[src/rtl/sertx_pkg.sv]
package sertx_pkg;

  localparam int DATA_W  = 8;
  localparam int DIV_W   = 12;
  localparam int FRAME_W = DATA_W + 4;   // start + data + two stops, one spare
  localparam int CNT_W   = DIV_W + 5;    // holds 16*(2^DIV_W)
  localparam int LEN_W   = 4;

  // number of data bits for a width code
  function automatic logic [LEN_W-1:0] char_bits(input logic [1:0] wcode);
    return LEN_W'(5) + LEN_W'(wcode);
  endfunction

  // total bits in a frame: start + data + stops
  function automatic logic [LEN_W-1:0] frame_len(input logic [1:0] wcode,
                                                  input logic       two_stop);
    return char_bits(wcode) + LEN_W'(2) + LEN_W'(two_stop);
  endfunction

  // system clocks per bit in asynchronous mode
  function automatic logic [CNT_W-1:0] bit_period(input logic [DIV_W-1:0] div,
                                                   input logic             fast);
    logic [CNT_W-1:0] base;
    base = CNT_W'(div) + CNT_W'(1);
    return fast ? (base << 3) : (base << 4);
  endfunction

  // frame image, bit 0 first on the line; bits above the character are 1
  function automatic logic [FRAME_W-1:0] pack_frame(input logic [DATA_W-1:0] d,
                                                     input logic [1:0]        wcode);
    logic [DATA_W-1:0] keep;
    keep = {DATA_W{1'b1}} >> (2'd3 - wcode);
    return {3'b111, (d & keep) | ~keep, 1'b0};
  endfunction

endpackage

[src/rtl/sertx_rate.sv]
module sertx_rate
  import sertx_pkg::*;
#(
  parameter int SYNC_STAGES = 2
) (
  input  logic             clk,
  input  logic             rst_n,
  input  logic             en,
  input  logic             run,
  input  logic             sync,
  input  logic [DIV_W-1:0] div,
  input  logic             fast,
  input  logic             ext_clk,
  output logic             bit_tick
);

  logic [SYNC_STAGES:0] ext_sh;
  logic                 ext_rise;
  logic [CNT_W-1:0]     cnt;
  logic [CNT_W-1:0]     limit;
  logic                 async_tick;

  always_ff @(posedge clk or negedge rst_n) begin
    if (!rst_n) ext_sh <= '0;
    else        ext_sh <= {ext_sh[SYNC_STAGES-1:0], ext_clk};
  end

  assign ext_rise = ext_sh[SYNC_STAGES-1] & ~ext_sh[SYNC_STAGES];

  assign limit      = bit_period(div, fast) - CNT_W'(1);
  assign async_tick = run && !sync && (cnt == limit);

  // counter rests at zero while idle so every bit is exactly one period
  always_ff @(posedge clk or negedge rst_n) begin
    if (!rst_n)                      cnt <= '0;
    else if (!en || !run || sync)    cnt <= '0;
    else if (cnt == limit)           cnt <= '0;
    else                             cnt <= cnt + CNT_W'(1);
  end

  assign bit_tick = en && (sync ? ext_rise : async_tick);

endmodule

[src/rtl/sertx_hold.sv]
module sertx_hold
  import sertx_pkg::*;
(
  input  logic              clk,
  input  logic              rst_n,
  input  logic              en,
  input  logic              wr_valid,
  input  logic [DATA_W-1:0] wr_data,
  input  logic              take,
  output logic              full,
  output logic [DATA_W-1:0] data,
  output logic              wr_accept
);

  assign wr_accept = en && wr_valid && !full;

  always_ff @(posedge clk or negedge rst_n) begin
    if (!rst_n) begin
      full <= 1'b0;
      data <= '0;
    end else if (!en) begin
      full <= 1'b0;
    end else if (take) begin
      full <= 1'b0;
    end else if (wr_accept) begin
      full <= 1'b1;
      data <= wr_data;
    end
  end

endmodule

[src/rtl/sertx_shift.sv]
module sertx_shift
  import sertx_pkg::*;
(
  input  logic              clk,
  input  logic              rst_n,
  input  logic              en,
  input  logic              bit_tick,
  input  logic              sync,
  input  logic [1:0]        wcode,
  input  logic              two_stop,
  input  logic              hold_full,
  input  logic [DATA_W-1:0] hold_data,
  output logic              take,
  output logic              busy,
  output logic              frame_end,
  output logic              line
);

  logic [FRAME_W-1:0] shreg;
  logic [LEN_W-1:0]   left;
  logic               idle_start;

  assign frame_end  = busy && bit_tick && (left == LEN_W'(1));
  assign idle_start = !busy && (!sync || bit_tick);
  assign take       = en && hold_full && (idle_start || frame_end);

  always_ff @(posedge clk or negedge rst_n) begin
    if (!rst_n) begin
      busy  <= 1'b0;
      shreg <= '1;
      left  <= '0;
    end else if (!en) begin
      busy  <= 1'b0;
      shreg <= '1;
      left  <= '0;
    end else if (take) begin
      busy  <= 1'b1;
      shreg <= pack_frame(hold_data, wcode);
      left  <= frame_len(wcode, two_stop);
    end else if (frame_end) begin
      busy  <= 1'b0;
      shreg <= '1;
      left  <= '0;
    end else if (busy && bit_tick) begin
      shreg <= {1'b1, shreg[FRAME_W-1:1]};
      left  <= left - LEN_W'(1);
    end
  end

  assign line = busy ? shreg[0] : 1'b1;

endmodule

[src/rtl/sertx_top.sv]
module sertx_top
  import sertx_pkg::*;
#(
  parameter int SYNC_STAGES = 2
) (
  input  logic              clk,
  input  logic              rst_n,
  input  logic              cfg_en,
  input  logic [1:0]        cfg_width,
  input  logic              cfg_two_stop,
  input  logic [DIV_W-1:0]  cfg_div,
  input  logic              cfg_fast,
  input  logic              cfg_sync,
  input  logic              ext_clk,
  input  logic              wr_valid,
  input  logic [DATA_W-1:0] wr_data,
  output logic              tx_out,
  output logic              buf_empty,
  output logic              tx_done
);

  // internal events, named for the checker
  logic              bit_tick;
  logic              busy;
  logic              load_evt;
  logic              frame_end;
  logic              wr_accept;
  logic              hold_full;
  logic [DATA_W-1:0] hold_data;
  logic              line;
  logic              done_q;

  sertx_rate #(.SYNC_STAGES(SYNC_STAGES)) u_rate (
    .clk      (clk),
    .rst_n    (rst_n),
    .en       (cfg_en),
    .run      (busy),
    .sync     (cfg_sync),
    .div      (cfg_div),
    .fast     (cfg_fast),
    .ext_clk  (ext_clk),
    .bit_tick (bit_tick)
  );

  sertx_hold u_hold (
    .clk       (clk),
    .rst_n     (rst_n),
    .en        (cfg_en),
    .wr_valid  (wr_valid),
    .wr_data   (wr_data),
    .take      (load_evt),
    .full      (hold_full),
    .data      (hold_data),
    .wr_accept (wr_accept)
  );

  sertx_shift u_shift (
    .clk       (clk),
    .rst_n     (rst_n),
    .en        (cfg_en),
    .bit_tick  (bit_tick),
    .sync      (cfg_sync),
    .wcode     (cfg_width),
    .two_stop  (cfg_two_stop),
    .hold_full (hold_full),
    .hold_data (hold_data),
    .take      (load_evt),
    .busy      (busy),
    .frame_end (frame_end),
    .line      (line)
  );

  always_ff @(posedge clk or negedge rst_n) begin
    if (!rst_n)                       done_q <= 1'b0;
    else if (!cfg_en)                 done_q <= 1'b0;
    else if (wr_accept)               done_q <= 1'b0;
    else if (frame_end && !hold_full) done_q <= 1'b1;
  end

  assign tx_out    = cfg_en ? line : 1'b1;
  assign buf_empty = !hold_full;
  assign tx_done   = done_q;

endmodule

[config.mk]
export PLATFORM = sky130hd
export DESIGN_NAME = sertx_top
export DESIGN_NICKNAME = d
export VERILOG_FILES = /design/src/rtl/sertx_pkg.sv /design/src/rtl/sertx_rate.sv /design/src/rtl/sertx_hold.sv /design/src/rtl/sertx_shift.sv /design/src/rtl/sertx_top.sv
export SDC_FILE = /design/constraint.sdc
export NUM_CORES = 1
export LEC_CHECK = 0
export CORE_MARGIN = 1
export CORE_UTILIZATION = 55
export DETAILED_ROUTE_END_ITERATION = 8
export HOLD_SLACK_MARGIN = 0.1
export PLACE_DENSITY = 0.77
export SETUP_SLACK_MARGIN = 0.4
export SLEW_MARGIN = 0
export SYNTH_ARGS = -nofsm -noshare
export SYNTH_HDL_FRONTEND = slang
export SYNTH_SLANG_ARGS = --single-unit
[constraint.sdc]
create_clock -name clk -period 3.1 [get_ports clk]
set_input_delay 0.62 -clock clk [delete_from_list [all_inputs] [get_ports clk]]
set_output_delay 0.62 -clock clk [all_outputs]
set_load 0.02 [all_outputs]
**After elaboration in Yosys (flattened, before gate mapping)**

Index checks and enable logic that the tools add are counted.

- Equal/unequal tests: 6
- Bitwise operators: 6
- Muxes and demuxes: 23
- Reduce and logical (&&, ||, !) cells: 20
- Add/sub/neg operators: 8
- Shift-type cells: 1
- Divide/modulo/power cells: 0
- Multipliers: 0
- Order comparisons: 0

Operators with widths:

| operator | number |
|---|---|
| 17-bit two-way mux | 3 |
| 12-bit two-way mux | 4 |
| 17-bit by 1-bit adder with 17-bit output, second input constant | 1 |
| 17-bit equality test | 1 |
| 17-bit by 1-bit subtractor with 17-bit output, second input constant | 1 |
| 4-bit two-way mux | 4 |
| 12-bit by 1-bit adder with 13-bit output, second input constant | 1 |
| 1-bit two-way mux | 12 |
| 1-bit logical AND | 11 |
| 3-bit by 1-bit != test with 1-bit output, second input constant | 3 |
| 8-bit bitwise AND | 1 |
| 8-bit inverter | 1 |
| 8-bit bitwise OR | 1 |
| 8-bit by 2-bit >> shifter with 8-bit output, first input constant | 1 |
| 3-bit by 2-bit adder with 4-bit output, first input constant | 1 |
| 4-bit by 1-bit adder with 4-bit output | 1 |
| 4-bit by 2-bit adder with 4-bit output, second input constant | 1 |
| 4-bit by 1-bit equality test with 1-bit output, second input constant | 1 |
| 1-bit logical NOT | 4 |
| 1-bit logical OR | 4 |
| 4-bit by 1-bit != test with 1-bit output, second input constant | 1 |
| 4-bit by 1-bit subtractor with 4-bit output, second input constant | 1 |
| 3-bit AND reduction | 1 |
| 1-bit inverter | 2 |
| other kinds (2) | 2 |

- Memory bits (read-only): 0
- Memories: 0
- Input port bits: 30
- Memory bits (writable): 0
- Word-level logic and storage cells: 72
- Bits in latches: 0
- Output and inout bits: 3
- Bits in registers: 47

**Logic depth before layout (Yosys ltp)**

- Word-level depth: 13
- Gate-level depth with buffers: 16
- Depth with buffers taken out: 12

**By module**

A second synthesis with hierarchy kept.

- Cells, all modules: 386
- Area total of the unflattened synthesis: 3,478.3 µm²

Modules (own cells, without submodules):

| module | cells each | seq. area each (µm²) | area an instance (µm²) | instances |
|---|---|---|---|---|
| sertx_rate | 265 | 500.5 | 2,183.3 | 1 |
| sertx_shift | 92 | 361.6 | 852.1 | 1 |
| sertx_hold | 23 | 225.2 | 387.9 | 1 |
| sertx_top | 6 | 25.0 | 55.1 | 1 |

**Least setup slack after synthesis**

OpenSTA, ideal clock, no wires.

- Path kind: input-to-reg
- Start: input port cfg_div[2]
- End: register u_shift.left[0]
- Data required time: 2,973 ps
- Library setup time: 127 ps
- Stages: 14
- Path buffers: 3
- Setup slack: -379 ps
- Arrival time: 3,352 ps
- Path through: buf_2 > and4_4 > buf_6 > buf_6 > a311oi_2 > a41oi_1 > or3_1 > a211oi_2 > mux2i_1 > a2111oi_4 > a31oi_2 > nand4_2 > o22ai_1 > mux2_1

- Longest elaborated chain between the ends: 13
- Elaborated cells on any way between the ends: 17
- Classes of those cells: add/sub: 2; eq/ne: 2; mux: 5; reduce/logical: 8

Ends and longest elaborated chain:

| element | line | text |
|---|---|---|
| from (decl) | sertx_top.sv:11 | `input logic [DIV_W-1:0] cfg_div,` |
| 12-bit by 1-bit adder with 13-bit output * | sertx_pkg.sv:24 | `base = CNT_W'(div) + CNT_W'(1);` |
| 17-bit two-way mux * | sertx_pkg.sv:25 | `return fast ? (base << 3) : (base << 4);` |
| 17-bit by 1-bit subtractor with 17-bit output * | sertx_rate.sv:30 | `assign limit = bit_period(div, fast) - CNT_W'(1);` |
| 17-bit equality test * | sertx_rate.sv:31 | `assign async_tick = run && !sync && (cnt == limit);` |
| 1-bit logical AND * | sertx_rate.sv:31 |  |
| 1-bit two-way mux * | sertx_rate.sv:41 | `assign bit_tick = en && (sync ? ext_rise : async_tick);` |
| 1-bit logical AND * | sertx_rate.sv:41 |  |
| 1-bit logical OR or 1-bit logical AND (tied branches) | sertx_shift.sv:24, sertx_shift.sv:23, sertx_shift.sv:44 |  |
| 1-bit logical AND (on tied branches) | sertx_shift.sv:24, sertx_shift.sv:23 |  |
| 1-bit logical OR | sertx_shift.sv:25 | `assign take = en && hold_full && (idle_start \|\| frame_end);` |
| 1-bit logical AND | sertx_shift.sv:25 |  |
| 4-bit two-way mux | sertx_shift.sv:36 | `end else if (take) begin` |
| 4-bit two-way mux | sertx_shift.sv:32 | `end else if (!en) begin` |
| to (signal assigned) | sertx_shift.sv:39 | `left <= frame_len(wcode, two_stop);` |
| to (signal assigned) | sertx_shift.sv:46 | `left <= left - LEN_W'(1);` |
| to (decl) | sertx_shift.sv:20 | `logic [LEN_W-1:0] left;` |

Every way passes the cells marked *; elsewhere a longest branch is shown, timed or not.
A chain may end at the register's enable or synchronous reset.

**Worst setup path after layout**

Ends and elaborated chain as after synthesis.

==> flow_summary.yaml <==
cts:
  numCtsBuffers: 5
  clkTransAtPathRegs_ns: 0.09
  htreeDepth: 2
  cts_buffer_depth: 2
  clock_latency_ns: 0.31
  cts_tree: "yes"
  clock_sinks: 44
  cts_root_buffer: "clkbuf_8"
detailed_routing:
  drc: 0
  met2_length_mm: 5.92
  vias_per_cell: 6.70
  drt_wl_total_mm: 12.5
  wire_per_inst_um: 20.3
  dr.pass1.iters: 5
  highest_layer: "met4"
  ant_nets: 0
  wl_met3_mm: 1.07
  vias: 4123
  drt_iter0_drc: 528
  wl_met1_mm: 4.88
sta:
  finalCritPeriodShare_pct: 117
  rsz0062_at_grt: "true"
  fmax_mhz: 276
  fin_skew_ns: 0.00690
  timing.final.max_slew_violations: 0
  hold_viol_final: 0
  max-slew-margin-rel_pct: 35.1
  worst_slew_pin_slew_ns: 0.973
  layout_setup_ws_ns: -0.525
  period_needed_ns: 3.62
  hold-worst-slack_ns: 0.375
  setup_viol: 33
  fin_setup_tns_ns: -10.15
placement:
  place.gp.congestion: 0.910
  dpl_worst_slack_ns: -1.00
  portBuffers: 32
  dp_hpwl_mm: 6.95
synthesis:
  synth_enable_flop_cells: 0
  synth_top_area_share_pct: 24.5
  synth-compound-area-share_pct: 22.1
  yosysMostFrequentCell: "nor2_1"
  synth-async-reset-ratio_pct: 100
  synth_xor_area_share_pct: 8.58
  syn-num-nets: 463
  yosys.area_share.adder_pct: 2.10
  synthMuxAreaShare_pct: 4.34
  synth_cells: 427
  yosysWarnings: 0
  synth-simple-area-share_pct: 24.4
  ys_types: 71
  yosys-top-cells-area: "dfrtp_1, dfstp_2, xnor2_1, xor2_1, nor2_1"
  synth.avg_cell_area_um2: 8.37
  synth_top_flop_cell: "dfrtp_1"
  ys_seq_area_share_pct: 31.1
  synth_top_family_by_area: "simple AND/OR/NAND/NOR gates"
  yosys-top-cells-count: "nor2_1, dfrtp_1, nand2_1"
  synth.cell_area_um2: 3570
  ys_ff_latch: 44
  yosysTopAreaCell: "dfrtp_1"
pwr:
  peakVddDrop_mv: 0.388
  total_power_mw: 1.61
  p_leak_nw: 2.13
  pwr_density_cell_nw_per_um2: 310
die:
  rows: 29
  die_w_um: 82.6
  io_pins: 33
  start_util_pct: 56.6
  core_um2: 6310
  dieHeight_um: 82.6
  fp.dieArea_um2: 6830
worst_setup_path:
  crit_path_max_fanout: 10
  crit_type: "input pin to flip-flop"
  cp-end-kind: "flip-flop"
  start_kind: "input pin"
  reg2reg_depth: 13
  cp.arrival_ns: 3.83
  crit_required_ns: 3.30
hold_path:
  hp-class: "flip-flop to flip-flop"
  holdPathStages: 0
global_routing:
  grt_max_degree: 45
  antenna_found_initial: 0
  grt_pass1_vias: 3741
  grt_overflow: 0
  grtUsageTotal_pct: 34.2
  grt_pass1_wl_mm: 17.7
cells_and_area:
  final_util_pct: 82.1
  syn_to_final_growth_pct: 45.0
  final_net_count: 573
  diodes: 0
  layout-drive-gt1-share_pct: 39.4
status:
  violations: "setup timing"
  outcome: "complete, but fails checks"
flow_run:
  drv_cap: 0
[area by class of cell]
type	instances	area, µm²
clock buffer	6	72.6
clock inverter	2	16.3
fill	353	1130
inverter	20	75.1
multi-input combinational	330	2630
sequential	44	1110
tap	77	96.3
timing repair buffer	136	1180
[worst max-delay path, cell delays in order]
cell and delay [ns]:
buf_4 0.17, and4_4 0.29, buf_6 0.12, buf_6 0.10
buf_6 0.11, a31oi_4 0.09, o21a_1 0.22, a21oi_2 0.15
xor2_1 0.26, nand4_1 0.21, a2111oi_4 0.46, buf_4 0.22
a31oi_4 0.15, nand4_4 0.15, buf_4 0.15, o22ai_4 0.06
mux2_4 0.28
[where the power goes]
group | switching [mW] | internal (mW)
clock network | 0.211 | 0.161
registers | 0.0560 | 0.639
logic | 0.273 | 0.267
[sequential cells by signal, indices dropped and copies added (netlist names)]
name,flops
u_hold.data,8
tx_done,1
u_shift.busy,1
u_hold.full,1
u_rate.cnt,17
u_shift.left,4
u_rate.ext_sh,3
u_shift.shreg,9
[worst paths after layout]
kind                                  start                to  slack, ns
min reg2reg                u_rate.ext_sh[0]  u_rate.ext_sh[1]       0.38
max reg2reg                   u_rate.cnt[8]   u_shift.left[0]      -0.21
min                        u_rate.ext_sh[0]  u_rate.ext_sh[1]       0.38
max in group asynchronous             rst_n    u_hold.data[1]       2.03
max                              cfg_div[2]   u_shift.left[0]      -0.52
min in group asynchronous             rst_n   u_shift.left[0]       0.46
[cell usage in the layout, fill, tap and decap left out, types with 7 or more instances in the layout]
master           Yosys  routed
xor2_1              16      15
xnor2_1             19      15
buf_4                2      82
inv_1               18      18
dfstp_2              9       9
dfrtp_1             35      35
clkdlybuf4s50_1      0      18
o21ai_0             12       7
buf_6                6      21
mux2_2              11       9
nand4_1             11      11
o21ai_1              7      10
nand3_1             22      19
nand2_1             32      28
nor2_1              36      34
a21oi_1             20      16
[routing by layer]
layer | GRT usage, % | up-vias
met4 | 16.4 | 0
li1 | - | 1786
met1 | 44.3 | 1961
met3 | 6.81 | 80
met2 | 54.8 | 296
met5 | 0 | -
[cell families after synthesis]
kind of cell    Yosys count
simple gates            167
compound gates          108
buf+inv                  53
flops                    44
xor+xnor                 35
mux                      14
fa+ha+maj                 6
[what timing repair did]
item / CTS / global route
hold buffers: 0 / 0
endpoints found under the setup margin: 34 / 33
gates cloned: 1 / 0
pin swaps: 38 / 12
setup buffers: 22 / 6
resized for setup: 111 / 31
[per-stage QoR]
step,instances,area (µm²)
floorplan,427,3690
finish,615,5180
CTS,609,4990
detailed placement,578,4440
global placement,578,4440
global route,615,5180
(Power assumes the default switching activity.)
